**config.mk**
```make
export PLATFORM = sky130hd
export DESIGN_NAME = hbridge_sequencer
export DESIGN_NICKNAME = d
export VERILOG_FILES = /design/src/rtl/hbridge_sequencer.sv
export SDC_FILE = /design/constraint.sdc
export NUM_CORES = 1
export LEC_CHECK = 0
export BUFFER_PORTS_ARGS = -buffer_cell sky130_fd_sc_hd__buf_4
export CORE_AREA = 3 3 40 42
export DETAILED_ROUTE_END_ITERATION = 6
export DIE_AREA = 0 0 43 45
export GPL_ROUTABILITY_DRIVEN = 0
export PLACE_DENSITY = 0.68
export SYNTH_ARGS = -nofsm -noshare
export SYNTH_HDL_FRONTEND = slang
export SYNTH_SLANG_ARGS = --single-unit
```
**constraint.sdc**
```tcl
create_clock -name clk -period 1.3 [get_ports clk]
set_input_delay 0.13 -clock clk [delete_from_list [all_inputs] [get_ports clk]]
set_output_delay 0.13 -clock clk [all_outputs]
set_load 0.01 [all_outputs]
```
**src/rtl/hbridge_sequencer.sv**
```systemverilog
module hbridge_sequencer #(
  parameter int DEAD_CYCLES = 30
) (
  input  logic       clk,
  input  logic       rst_n,
  input  logic       enable,
  input  logic       fault,
  input  logic [1:0] mode,
  input  logic       polarity,
  output logic       upper_left,
  output logic       upper_right,
  output logic       lower_left,
  output logic       lower_right,
  output logic       protect
);

  localparam int CW = $clog2(DEAD_CYCLES + 1);
  localparam logic [CW-1:0] DEAD_LOAD = CW'(DEAD_CYCLES);

  localparam logic [1:0] M_OFF    = 2'd0;
  localparam logic [1:0] M_CHARGE = 2'd1;
  localparam logic [1:0] M_SLOW   = 2'd2;
  localparam logic [1:0] M_FAST   = 2'd3;

  logic [2:0]    req, tgt;
  logic [CW-1:0] cnt;
  logic [3:0]    pat, sw;
  logic          blocked;

  assign req     = {mode, polarity};
  assign blocked = !enable || fault;

  always_ff @(posedge clk) begin
    if (!rst_n) begin
      tgt <= {M_OFF, 1'b0};
      cnt <= '0;
    end else begin
      tgt <= req;
      if (req != tgt || blocked)
        cnt <= DEAD_LOAD;
      else if (cnt != '0)
        cnt <= cnt - 1'b1;
    end
  end

  // sw = {upper_left, upper_right, lower_left, lower_right}
  always_comb begin
    case (tgt[2:1])
      M_CHARGE: pat = tgt[0] ? 4'b0110 : 4'b1001;
      M_SLOW:   pat = 4'b0011;
      M_FAST:   pat = tgt[0] ? 4'b1001 : 4'b0110;
      default:  pat = 4'b0000;
    endcase
  end

  assign sw = (cnt == '0 && !blocked) ? pat : 4'b0000;

  assign upper_left  = sw[3];
  assign upper_right = sw[2];
  assign lower_left  = sw[1];
  assign lower_right = sw[0];
  assign protect     = fault;

  assert_no_shoot_through_R9: assert property (@(posedge clk) disable iff (!rst_n)
    !(upper_left && lower_left) && !(upper_right && lower_right));

  assert_two_switches_R2: assert property (@(posedge clk) disable iff (!rst_n)
    $countones(sw) == 0 || $countones(sw) == 2);

  assert_change_goes_dark_R4: assert property (@(posedge clk) disable iff (!rst_n)
    (req != tgt) |=> (sw == 4'b0000));

  assert_enable_return_dark_R7: assert property (@(posedge clk) disable iff (!rst_n)
    $rose(enable) |-> (sw == 4'b0000));

  assert_fault_clear_dark_R8: assert property (@(posedge clk) disable iff (!rst_n)
    $fell(fault) |-> (sw == 4'b0000 && !protect));

endmodule

```
Word level (Yosys, flattened, before mapping)
Index checks and enable logic that the tools add are counted.
{"block": "op_classes", "n_addsub": 1, "n_eq_ne": 4, "mux": 6, "bitwise": 1, "n_reduce_logical": 9}
{"op": "two-way mux 4 bit", "n": 3}
{"op": "case mux 4 bit (3 select lines)", "n": 1}
{"op": "two-way mux 5 bit", "n": 2}
{"op": "zero test 5 bit", "n": 1}
{"op": "nonzero test 5 bit", "n": 1}
{"op": "subtractor 5 x 1 -> 5 bit, second input constant", "n": 1}
{"op": "== test 2 bit, second input constant", "n": 2}
{"op": "!= test 3 bit", "n": 1}
{"op": "== test 2 x 1 -> 1 bit, second input constant", "n": 1}
{"op": "zero test 1 bit", "n": 2}
{"op": "logical OR 1 bit", "n": 2}
{"op": "nonzero test 2 bit", "n": 1}
{"op": "OR reduction 2 bit", "n": 1}
{"op": "logical AND 1 bit", "n": 1}
{"op": "inverter 1 bit", "n": 1}
{"block": "word_totals", "regBits": 8, "inputBits": 7, "output_inout_bits": 5, "word_cells": 24}

Logic depth before layout (Yosys ltp)
Gate-level depths: netlist of run 1.
{"block": "depth", "depth_word": 5, "ltp_mapped": 5, "mapped_depth_nobuf": 5}

Worst setup path before layout of run 1
Ideal clock, no wire load.
{"block": "synth_timing", "kind": "register -> output", "start": "reg cnt[0]", "end": "out upper_right", "arrival_ns": 1.240, "t_required_ns": 1.170, "setup_slack_ns": -0.070, "stages_incl_launch_ff": 6, "n_path_buf": 0, "cell_sequence": "dfxtp_1 inv_1 ha_1 nor4b_4 nand2_1 nor3b_1"}
{"block": "synth_via", "elab_chain_len": 3}
{"item": "start, declared", "line_no": "26", "source": "logic [CW-1:0] cnt;"}
{"item": "start signal, assigned", "line_no": "42", "source": "cnt <= cnt - 1'b1;"}
{"item": "zero test 5 bit", "line_no": "56", "source": "assign sw = (cnt == '0 && !blocked) ? pat : 4'b0000;"}
{"item": "logical AND 1 bit", "line_no": "56"}
{"item": "two-way mux 4 bit", "line_no": "56"}
{"item": "end, declared", "line_no": "11", "source": "output logic upper_right,"}
No other way between the ends.

Worst setup path in the final report of run 1
{"block": "layout_timing", "start": "reg cnt[1]", "end": "out upper_right"}
The elaborated chain is that of the path after synthesis.

==> results.ini, run 1 <==
[pwr]
vdd_drop_max_mv=0.443
power.density_mw_per_mm2=881
p_leak_nw=0.287
power.total_mw=0.580

[floorplanning]
die_x_um=43
io_pins=12
fp.dieH_um=45
initial_core_util=0.337
dieArea_sq_mm=0.00194
core_region_area_sq_mm=0.00128
num_rows=13

[detailed_routing]
ant_nets=0
first_pass_iters=2
drc=0
wirelength_um=951
via_per_inst=4.82
post_drt_wl_per_cell_um=11.3
initialDrtViolationCount=4
vias=405

[global_route]
grt_pass1_vias=382
grt_use_total=0.117
grt_pass1_wl_um=1610
grt_max_degree=6
antenna_found_initial=0
grt_overflow=0

[sta]
fmax_mhz=632
worst_pin_slew_ns=0.298
min_period_over_period=1.22
whs_ns=0.0916
skew_ns=0.00169
setup_slack_ns=-0.283
max_slew_margin=0.801
hold_viol=0
fin_crit_ns=1.58
rsz0062_at_grt=true
drv_slew=0
setup_viol=7

[setup_path]
reg2reg_to=cnt[1]$_SDFFE_PN0P_
start_kind=register
crit_fanout=3
crit_path_end_kind=primary output
r2r-start=cnt[1]$_SDFFE_PN0P_
required_ns=1.17
worstSetupStartpoint=cnt[1]$_SDFFE_PN0P_
criticalPathCategory=register to primary output
worstSetupEndpoint=upper_right
rrSetupSlack_ns=-0.17
rr_worst_depth=6
arrival_ns=1.45

[layout]
multiInputGateArea_sq_um=282
seqCellArea_sq_um=163
area_growth_syn_to_layout_pct=52.0
final_util=0.512
layoutNonFillerInstCount=84
diodes=0
nets=79
layout-drive-gt1-share=0.507
fillers=136

[synthesis]
synth-async-reset-ratio=0
yosysMostFrequentCell=dfxtp_1
synth_flop_cell=dfxtp_1
synth.yosys.seq_area_share=0.370
yosysUniqueCellTypes=23
netlist_top_cells_area=dfxtp_1, xnor2_1, nor4b_4, and2_1, inv_1
syn_inst=47
syn_avg_cell_area_sq_um=9.21
synth-seq-cells=8
synth-edff-count=0
yosys_warnings=0
synth_top_area_share=0.370
synth_top_area_cell=dfxtp_1
synth_commonest_cells=dfxtp_1, xnor2_1, inv_1
synth_area_sq_um=433
syn-num-nets=55

[clock_network]
cts_tree=yes
cts_sinks=8
clk_path_buf_depth=2
cts_hold_buf=0
cts_made_buffers=3
clk_pin_slew_ns=0.06
cts_root_buffer=clkbuf_4
ctsHtreeMaxLevel=1
worstSkewPairLatency_ns=0.26

[placed_design]
place_ws_ns=-0.234
hpwl_um=701
io_buffers=11
numPlacedInstances=76

[outcome]
violations=negative setup slack
status=finished, violations left

[worst_hold_path]
hp-class=primary input to register
min_from=mode[0]

[flow_run]
max_cap_viol_count=0

[area by class of cell]
type	count	share of cell area
multi-input combinational	33	0.428
sequential	8	0.247
timing repair buffer	20	0.234
clock buffer	3	0.0342
inverter	5	0.0285
tap	15	0.0285
[cell usage in the layout, fill, tap and decap left out]
master	synthesis	routed
nor3_1	1	1
buf_6	0	1
inv_1	5	3
xnor2_2	0	1
and4_2	1	1
a21oi_2	0	1
xor2_1	1	1
or3_1	1	1
dfxtp_1	8	6
o31ai_1	1	1
nor2b_1	2	2
buf_4	1	19
nand2_1	3	2
mux2_4	0	1
nor3b_2	0	1
xnor2_1	6	5
and2_1	3	3
ha_4	0	1
and4_1	1	1
nor2_1	2	2
nand2b_1	1	1
inv_2	0	2
nor4b_4	1	1
nand2_2	0	1
dfxtp_2	0	2
o211ai_1	1	1
a21oi_1	2	1
and3_1	1	1
a31oi_1	2	2
clkbuf_4	0	3
[worst min-delay path by stage]
stage	end	slack, ns	depth (start not counted)
after floorplan	tgt[0]$_SDFF_PN0_	0.25	1
after global placement	tgt[1]$_SDFF_PN0_	0.35	2
after detailed placement	tgt[1]$_SDFF_PN0_	0.36	2
after CTS	tgt[1]$_SDFF_PN0_	0.09	2
after global routing	tgt[1]$_SDFF_PN0_	0.08	2
final	tgt[1]$_SDFF_PN0_	0.09	2
[through the flow]
stage                     setup TNS (ns)  area [sq um]
after CTS                          -1.51           651
after global routing               -1.97           658
after global placement            -0.464           566
after floorplan                  -0.0189           442
final                              -1.35           658
after detailed placement          -0.926           566
[routing by layer]
metal / up-vias / global-route usage / part of all wire
met4: 0 / 0.0723 / 0.018
met3: 5 / 0.0598 / 0.056
met1: 189 / 0.130 / 0.42
li1: 203 / - / -
met2: 8 / 0.177 / 0.51
met5: - / 0 / 0
[cells by family (layout without fill, tap and decap cells)]
logic type	count (synthesis)	in the layout	share of synthesized area
and+or+nand+nor	18	18	0.286
xor gates and xnor gates	7	7	0.142
buffers and inverters	6	28	0.0607
adders and majority gates	1	1	0.0289
muxes	1	1	0.0260
AOI/OAI and AO/OA	6	6	0.0867
DFF	8	8	0.370
[power by group]
| part | total, mW | switching (mW) | internal, mW |
|---|---|---|---|
| sequential | 0.274 | 0.0146 | 0.259 |
| clock | 0.198 | 0.0918 | 0.106 |
| combinational | 0.108 | 0.0416 | 0.0669 |
| total | 0.580 | 0.148 | 0.432 |
[flip-flops by register name (all words and copies together), names as in the netlist]
register and cells:
tgt 3, cnt 5
[repair_timing]
item                                    4_1_cts  5_1_grt
hold endpoints to repair                      0        0
gates resized for setup                       9        1
pin swaps                                     6        4
buffers inserted                              4        2
gates cloned                                  0        0
endpoints found under the setup margin        7        7
[critical path, stage by stage (launching register included)]
cell	delay (ns)
dfxtp_2	0.32
inv_2	0.06
ha_4	0.12
nor4b_4	0.27
nand2_2	0.12
nor3b_2	0.16
buf_4	0.14
Power figures use the tool's default switching activity.
==> run 2: changes to the inputs <==
CELL_PAD_IN_SITES_DETAIL_PLACEMENT = 0   (was unset)
CELL_PAD_IN_SITES_GLOBAL_PLACEMENT = 2   (was unset)
CORE_AREA = unset   (was 3 3 40 42)
CORE_MARGIN = 3   (was unset)
CORE_UTILIZATION = 25   (was unset)
DIE_AREA = unset   (was 0 0 43 45)
PLACE_DENSITY = 0.81   (was 0.68)
==> results.ini, run 2 (synthesis results as in run 1) <==
[setup_path]
slowest_stage=dfxtp_2
crit_fanout=3  ; unchanged
criticalPathCategory=register to primary output
start_kind=register
required_ns=1.17  ; about the same
max_stage_delay_ns=0.32  ; about the same
arrival_ns=1.41  ; -0.04 ns
worstSetupStartpoint=cnt[1]$_SDFFE_PN0P_
crit_chain=inv_2 -> ha_4 -> nor4b_4 -> nand2_2 -> nor3b_2 -> buf_4
crit_path_end_kind=primary output
rrSetupSlack_ns=-0.23  ; -0.06 ns
r2r-start=cnt[1]$_SDFFE_PN0P_

[pwr]
p_clk_frac=0.326  ; -0.015
p_seq_frac=0.465  ; -0.007
p_leak_nw=0.317  ; +10%
power.total_mw=0.589  ; +1.5%
pwr-share-comb=0.209  ; +0.022
vdd_drop_max_mv=0.422  ; -4.8%
power.net_switching_mw=0.145  ; -1.8%
sw_frac_of_total=0.247  ; -0.00823
power.density_mw_per_mm2=831  ; -5.7%
internal_power_mw=0.443  ; +2.6%

[global_route]
grt_use_total=0.102  ; -0.0146
grt_pass1_wl_um=1640  ; +1.7%
antenna_found_initial=0  ; unchanged
grt_pass1_vias=410  ; +7.3%
grt_max_degree=6  ; unchanged
grt_overflow=0  ; unchanged

[layout]
largest_reg_flops=5  ; unchanged
layout-drive-gt1-share=0.547  ; +0.0394
top_register=cnt
fillers=153  ; +13%
largestRegisters=cnt (5), tgt (3)
nets=85  ; +7.6%
final_common_cell=buf_4
final_cell_mix=buf_4, dfxtp_1, xnor2_1
layoutNonFillerInstCount=91  ; +8.3%
area_growth_syn_to_layout_pct=63.6
diodes=0  ; unchanged
post-route-cell-area_sq_um=708  ; +7.6%

[sta]
drv_slew=0  ; unchanged
min_period_over_period=1.18  ; -0.0339
skew_ns=0.00228  ; +0.000591 ns
worst_pin_slew_ns=0.270  ; -0.0283 ns
setup_slack_ns=-0.239  ; +0.0441 ns
hold_viol=0  ; unchanged
rsz0062_at_grt=true
whs_ns=0.0985  ; +0.00681 ns
fmax_mhz=650  ; +2.9%
max_slew_margin=0.819  ; +0.0183
setup_viol=7  ; unchanged
fin_crit_ns=1.54  ; -0.0441 ns

[floorplanning]
die_x_um=47.6  ; +11%
fp.dieH_um=47.6  ; +5.8%
core_region_area_sq_mm=0.00156  ; +21%
num_rows=14  ; +1
initial_core_util=0.278  ; -0.0592
dieArea_sq_mm=0.00227  ; +17%
io_pins=12  ; unchanged

[detailed_routing]
post_drt_wl_per_cell_um=10.5  ; -7.5%
initialDrtViolationCount=5  ; +1
ant_nets=0  ; unchanged
wirelength_um=953  ; +0.21%
via_per_inst=4.58  ; -5.0%
vias=417  ; +3.0%
drc=0  ; unchanged
first_pass_iters=2  ; unchanged

[worst_hold_path]
min_from=polarity
hp-class=primary input to register

[placed_design]
hpwl_um=683  ; -2.6%
placed_area_sq_um=582  ; +2.9%
io_buffers=11  ; unchanged
numPlacedInstances=79  ; +3.9%

[clock_network]
cts_made_buffers=3  ; unchanged
clk_pin_slew_ns=0.06  ; about the same
cts_hold_buf=0  ; unchanged
worstSkewPairLatency_ns=0.25  ; about the same
clk_path_buf_depth=2  ; unchanged
ctsHtreeMaxLevel=1  ; unchanged
cts_sinks=8  ; unchanged
cts_root_buffer=clkbuf_4
cts_tree=yes

[outcome]
status=finished, violations left
violations=negative setup slack

[flow_run]
max_cap_viol_count=0  ; unchanged

==> run 2: cell count changes in the layout (fill, tap and decap cells not counted), sizes merged <==
cell	before	now
buf	20	26
==> run 2: layout make-up <==
type / instances / area [sq um] / area share
sequential: 8 / 163 / 0.230
timing repair buffer: 26 / 203 / 0.286
clock buffer: 3 / 22.5 / 0.0318
inverter: 5 / 18.8 / 0.0265
tap: 16 / 20.0 / 0.0283
multi-input combinational: 33 / 282 / 0.398
==> run 2: path summary, 6_finish.rpt <==
path | to | depth (start not counted)
worst max-delay path | upper_right | 6
worst min-delay path | tgt[0]$_SDFF_PN0_ | 2
worst max register to register | cnt[1]$_SDFFE_PN0P_ | 9
worst min register to register | cnt[3]$_SDFFE_PN0P_ | 3
==> run 2: metal layers <==
metal / wire, um / vias to the layer above / global-route usage
met2: 505 / 7 / 0.166
li1: - / 216 / -
met4: 23 / 0 / 0.0699
met5: 0 / - / 0
met1: 390 / 192 / 0.118
met3: 33 / 2 / 0.0226
==> run 2: what timing repair did <==
action                                  4_1_cts  5_1_grt
pin swaps                                     7        2
buffers inserted                              9        0
endpoints found under the hold margin         0        0
endpoints found under the setup margin        6        7
resized for setup                            10        1
==> run 2: metrics by stage <==
stage	setup TNS [ns]	util	setup WS, ns
final	-1.26	0.454	-0.239
after global routing	-1.87	0.454	-0.369
after CTS	-1.34	0.453	-0.302
after detailed placement	-0.729	0.373	-0.174
after global placement	-0.465	0.373	-0.140
after floorplan	-0.0189	-	-0.0119
==> run 2: worst max-delay path: cells and delay by family (launching register included) <==
family / cells / cell delay (ns)
and+or+nand+nor: 3 / 0.51
DFF: 1 / 0.32
buffers and inverters: 2 / 0.21
adders and majority gates: 1 / 0.12
==> run 2: power by group through the flow <==
stage	registers (mW)	clock network (mW)	logic (mW)
2_1_floorplan	0.277	0	0.0539
3_3_place_gp	0.278	0	0.0933
3_5_place_dp	0.278	0	0.0942
4_1_cts	0.274	0.202	0.122
5_1_grt	0.276	0.209	0.136
6_report	0.274	0.192	0.123
==> run 3: changes to the inputs <==
CORE_ASPECT_RATIO = 1.1   (was unset)
CORE_UTILIZATION = 27   (was 25)
CTS_BUF_LIST = sky130_fd_sc_hd__clkbuf_4 sky130_fd_sc_hd__clkbuf_8   (was unset)
PLACE_DENSITY = 0.86   (was 0.81)
==> results.ini, run 3 (synthesis results as in run 1) <==
[pwr]
p_leak_nw=0.281  ; -12%
vdd_drop_max_mv=0.449  ; +6.6%
power.density_mw_per_mm2=890  ; +7.1%

[setup_path]
required_ns=1.17  ; about the same
rrSetupSlack_ns=-0.16  ; +0.07 ns
reg2reg_to=cnt[2]$_SDFFE_PN0P_
criticalPathCategory=register to primary output
crit_chain=inv_2 -> ha_4 -> nor4b_4 -> nand2_2 -> nor3b_2 -> buf_4
critPathTopFamily=simple AND/OR/NAND/NOR gates
slowest_stage=dfxtp_2
crit_fanout=3  ; unchanged
cp_num_cells=6  ; unchanged
crit_buf_inv=2  ; unchanged
max_stage_delay_ns=0.32  ; about the same
crit_path_end_kind=primary output
rr_worst_depth=7  ; -2
start_kind=register
arrival_ns=1.46  ; +0.05 ns
r2r-start=cnt[1]$_SDFFE_PN0P_

[clock_network]
cts_sinks=8  ; unchanged
cts_root_buffer=clkbuf_4
worstSkewPairLatency_ns=0.26  ; about the same
ctsHtreeMaxLevel=1  ; unchanged
cts_tree=yes
clk_path_buf_depth=2  ; unchanged
cts_made_buffers=3  ; unchanged
cts_hold_buf=0  ; unchanged
clk_pin_slew_ns=0.05  ; about the same

[detailed_routing]
vias=385  ; -7.7%
first_pass_iters=2  ; unchanged
via_per_inst=4.58  ; about the same
wirelength_um=902  ; -5.4%
ant_nets=0  ; unchanged
initialDrtViolationCount=4  ; -1
drc=0  ; unchanged
post_drt_wl_per_cell_um=10.7  ; +2.5%

[global_route]
antenna_found_initial=0  ; unchanged
grt_pass1_vias=351  ; -14%
grt_max_degree=6  ; unchanged
grt_use_total=0.106  ; +0.00387
grt_pass1_wl_um=1530  ; -6.8%
grt_overflow=0  ; unchanged

[layout]
largest_reg_flops=5  ; unchanged
largestRegisters=cnt (5), tgt (3)
layout-drive-gt1-share=0.485  ; -0.0614
seqCellArea_sq_um=163  ; unchanged
layoutNonFillerInstCount=84  ; -7.7%
area_growth_syn_to_layout_pct=48.8
nets=78  ; -8.2%
final_common_cell=buf_4
final_cell_mix=buf_4, xnor2_1, dfxtp_1
top_register=cnt
multiInputGateArea_sq_um=274  ; -2.7%
fillers=149  ; -2.6%
diodes=0  ; unchanged

[placed_design]
io_buffers=11  ; unchanged
place_ws_ns=-0.239  ; -0.0646 ns
hpwl_um=666  ; -2.4%
numPlacedInstances=78  ; -1.3%

[floorplanning]
core_region_area_sq_mm=0.00144  ; -7.9%
io_pins=12  ; unchanged
num_rows=14  ; unchanged
fp.dieH_um=48.0  ; +0.80%
dieArea_sq_mm=0.00212  ; -6.5%
die_x_um=44.2  ; -7.2%
initial_core_util=0.301  ; +0.0237

[worst_hold_path]
whs_path_depth=2  ; unchanged
min_from=polarity
hp-class=primary input to register
hold_end=tgt[0]$_SDFF_PN0_

[sta]
fin_crit_ns=1.59  ; +0.0514 ns
drv_slew=0  ; unchanged
max_slew_margin=0.803  ; -0.0155
fmax_mhz=629  ; -3.2%
min_period_over_period=1.22  ; +0.0396
rsz0062_at_grt=true
hold_viol=0  ; unchanged
worst_pin_slew_ns=0.294  ; +0.0241 ns
setup_slack_ns=-0.291  ; -0.0514 ns
setup_viol=6  ; -1
skew_ns=0.00108  ; -0.00119 ns

[outcome]
violations=negative setup slack
status=finished, violations left

[flow_run]
max_cap_viol_count=0  ; unchanged

run 3: cell count changes in the layout (fill, tap and decap cells not counted):
cell     delta
xnor2_2     -1
buf_6       -1
buf_4       -6
xnor2_1     +1
run 3: worst max path at each step:
stage | from | end | slack (ns)
finish | cnt[0]$_SDFFE_PP0P_ | upper_right | -0.29
detailed placement | cnt[1]$_SDFFE_PN0P_ | upper_right | -0.24
floorplan | cnt[0]$_SDFFE_PP0P_ | upper_right | -0.01
CTS | cnt[1]$_SDFFE_PN0P_ | upper_right | -0.36
global placement | cnt[1]$_SDFFE_PN0P_ | upper_right | -0.18
global route | cnt[1]$_SDFFE_PN0P_ | upper_right | -0.43
run 3: cell type report:
cell class                 instances  share of cell area
multi-input combinational         33               0.425
tap                               16              0.0311
clock buffer                       3              0.0350
inverter                           5              0.0291
sequential                         8               0.252
timing repair buffer              19               0.227
run 3: per-stage QoR:
stage	power (mW)	setup TNS [ns]	area (sq um)	utilization	hold slack, ns
2_1_floorplan	0.331	-0.0189	442	-	0.252
3_3_place_gp	0.368	-0.668	574	0.400	0.352
3_5_place_dp	0.370	-0.953	574	0.400	0.356
4_1_cts	0.582	-1.44	642	0.447	0.0862
5_1_grt	0.610	-1.98	644	0.449	0.0947
6_report	0.574	-1.28	644	0.449	0.0924
run 3: repair_timing:
item	in CTS	in global routing
buffers inserted	3	0
setup endpoints to repair	7	7
pin swaps	7	4
gates resized for setup	8	1
run 3: where the power goes:
| group | switching [mW] | internal (mW) |
|---|---|---|
| Clock | 0.0893 | 0.106 |
| Sequential | 0.0138 | 0.259 |
| Combinational | 0.0411 | 0.0642 |
| Total | 0.144 | 0.429 |
run 3: layer usage:
layer  share of wire  routed length [um]  global-route usage
met5               0                   0                   0
met4           0.032                  29              0.0904
met3           0.037                  33              0.0226
met2            0.48                 433               0.160
met1            0.45                 406               0.129
run 3: worst register-to-register path, stage by stage, from the launching register on:
cell	delay, ns
dfxtp_2	0.33
inv_2	0.05
ha_4	0.15
nor4b_4	0.13
buf_4	0.16
buf_6	0.10
or3_1	0.30
a31oi_1	0.17
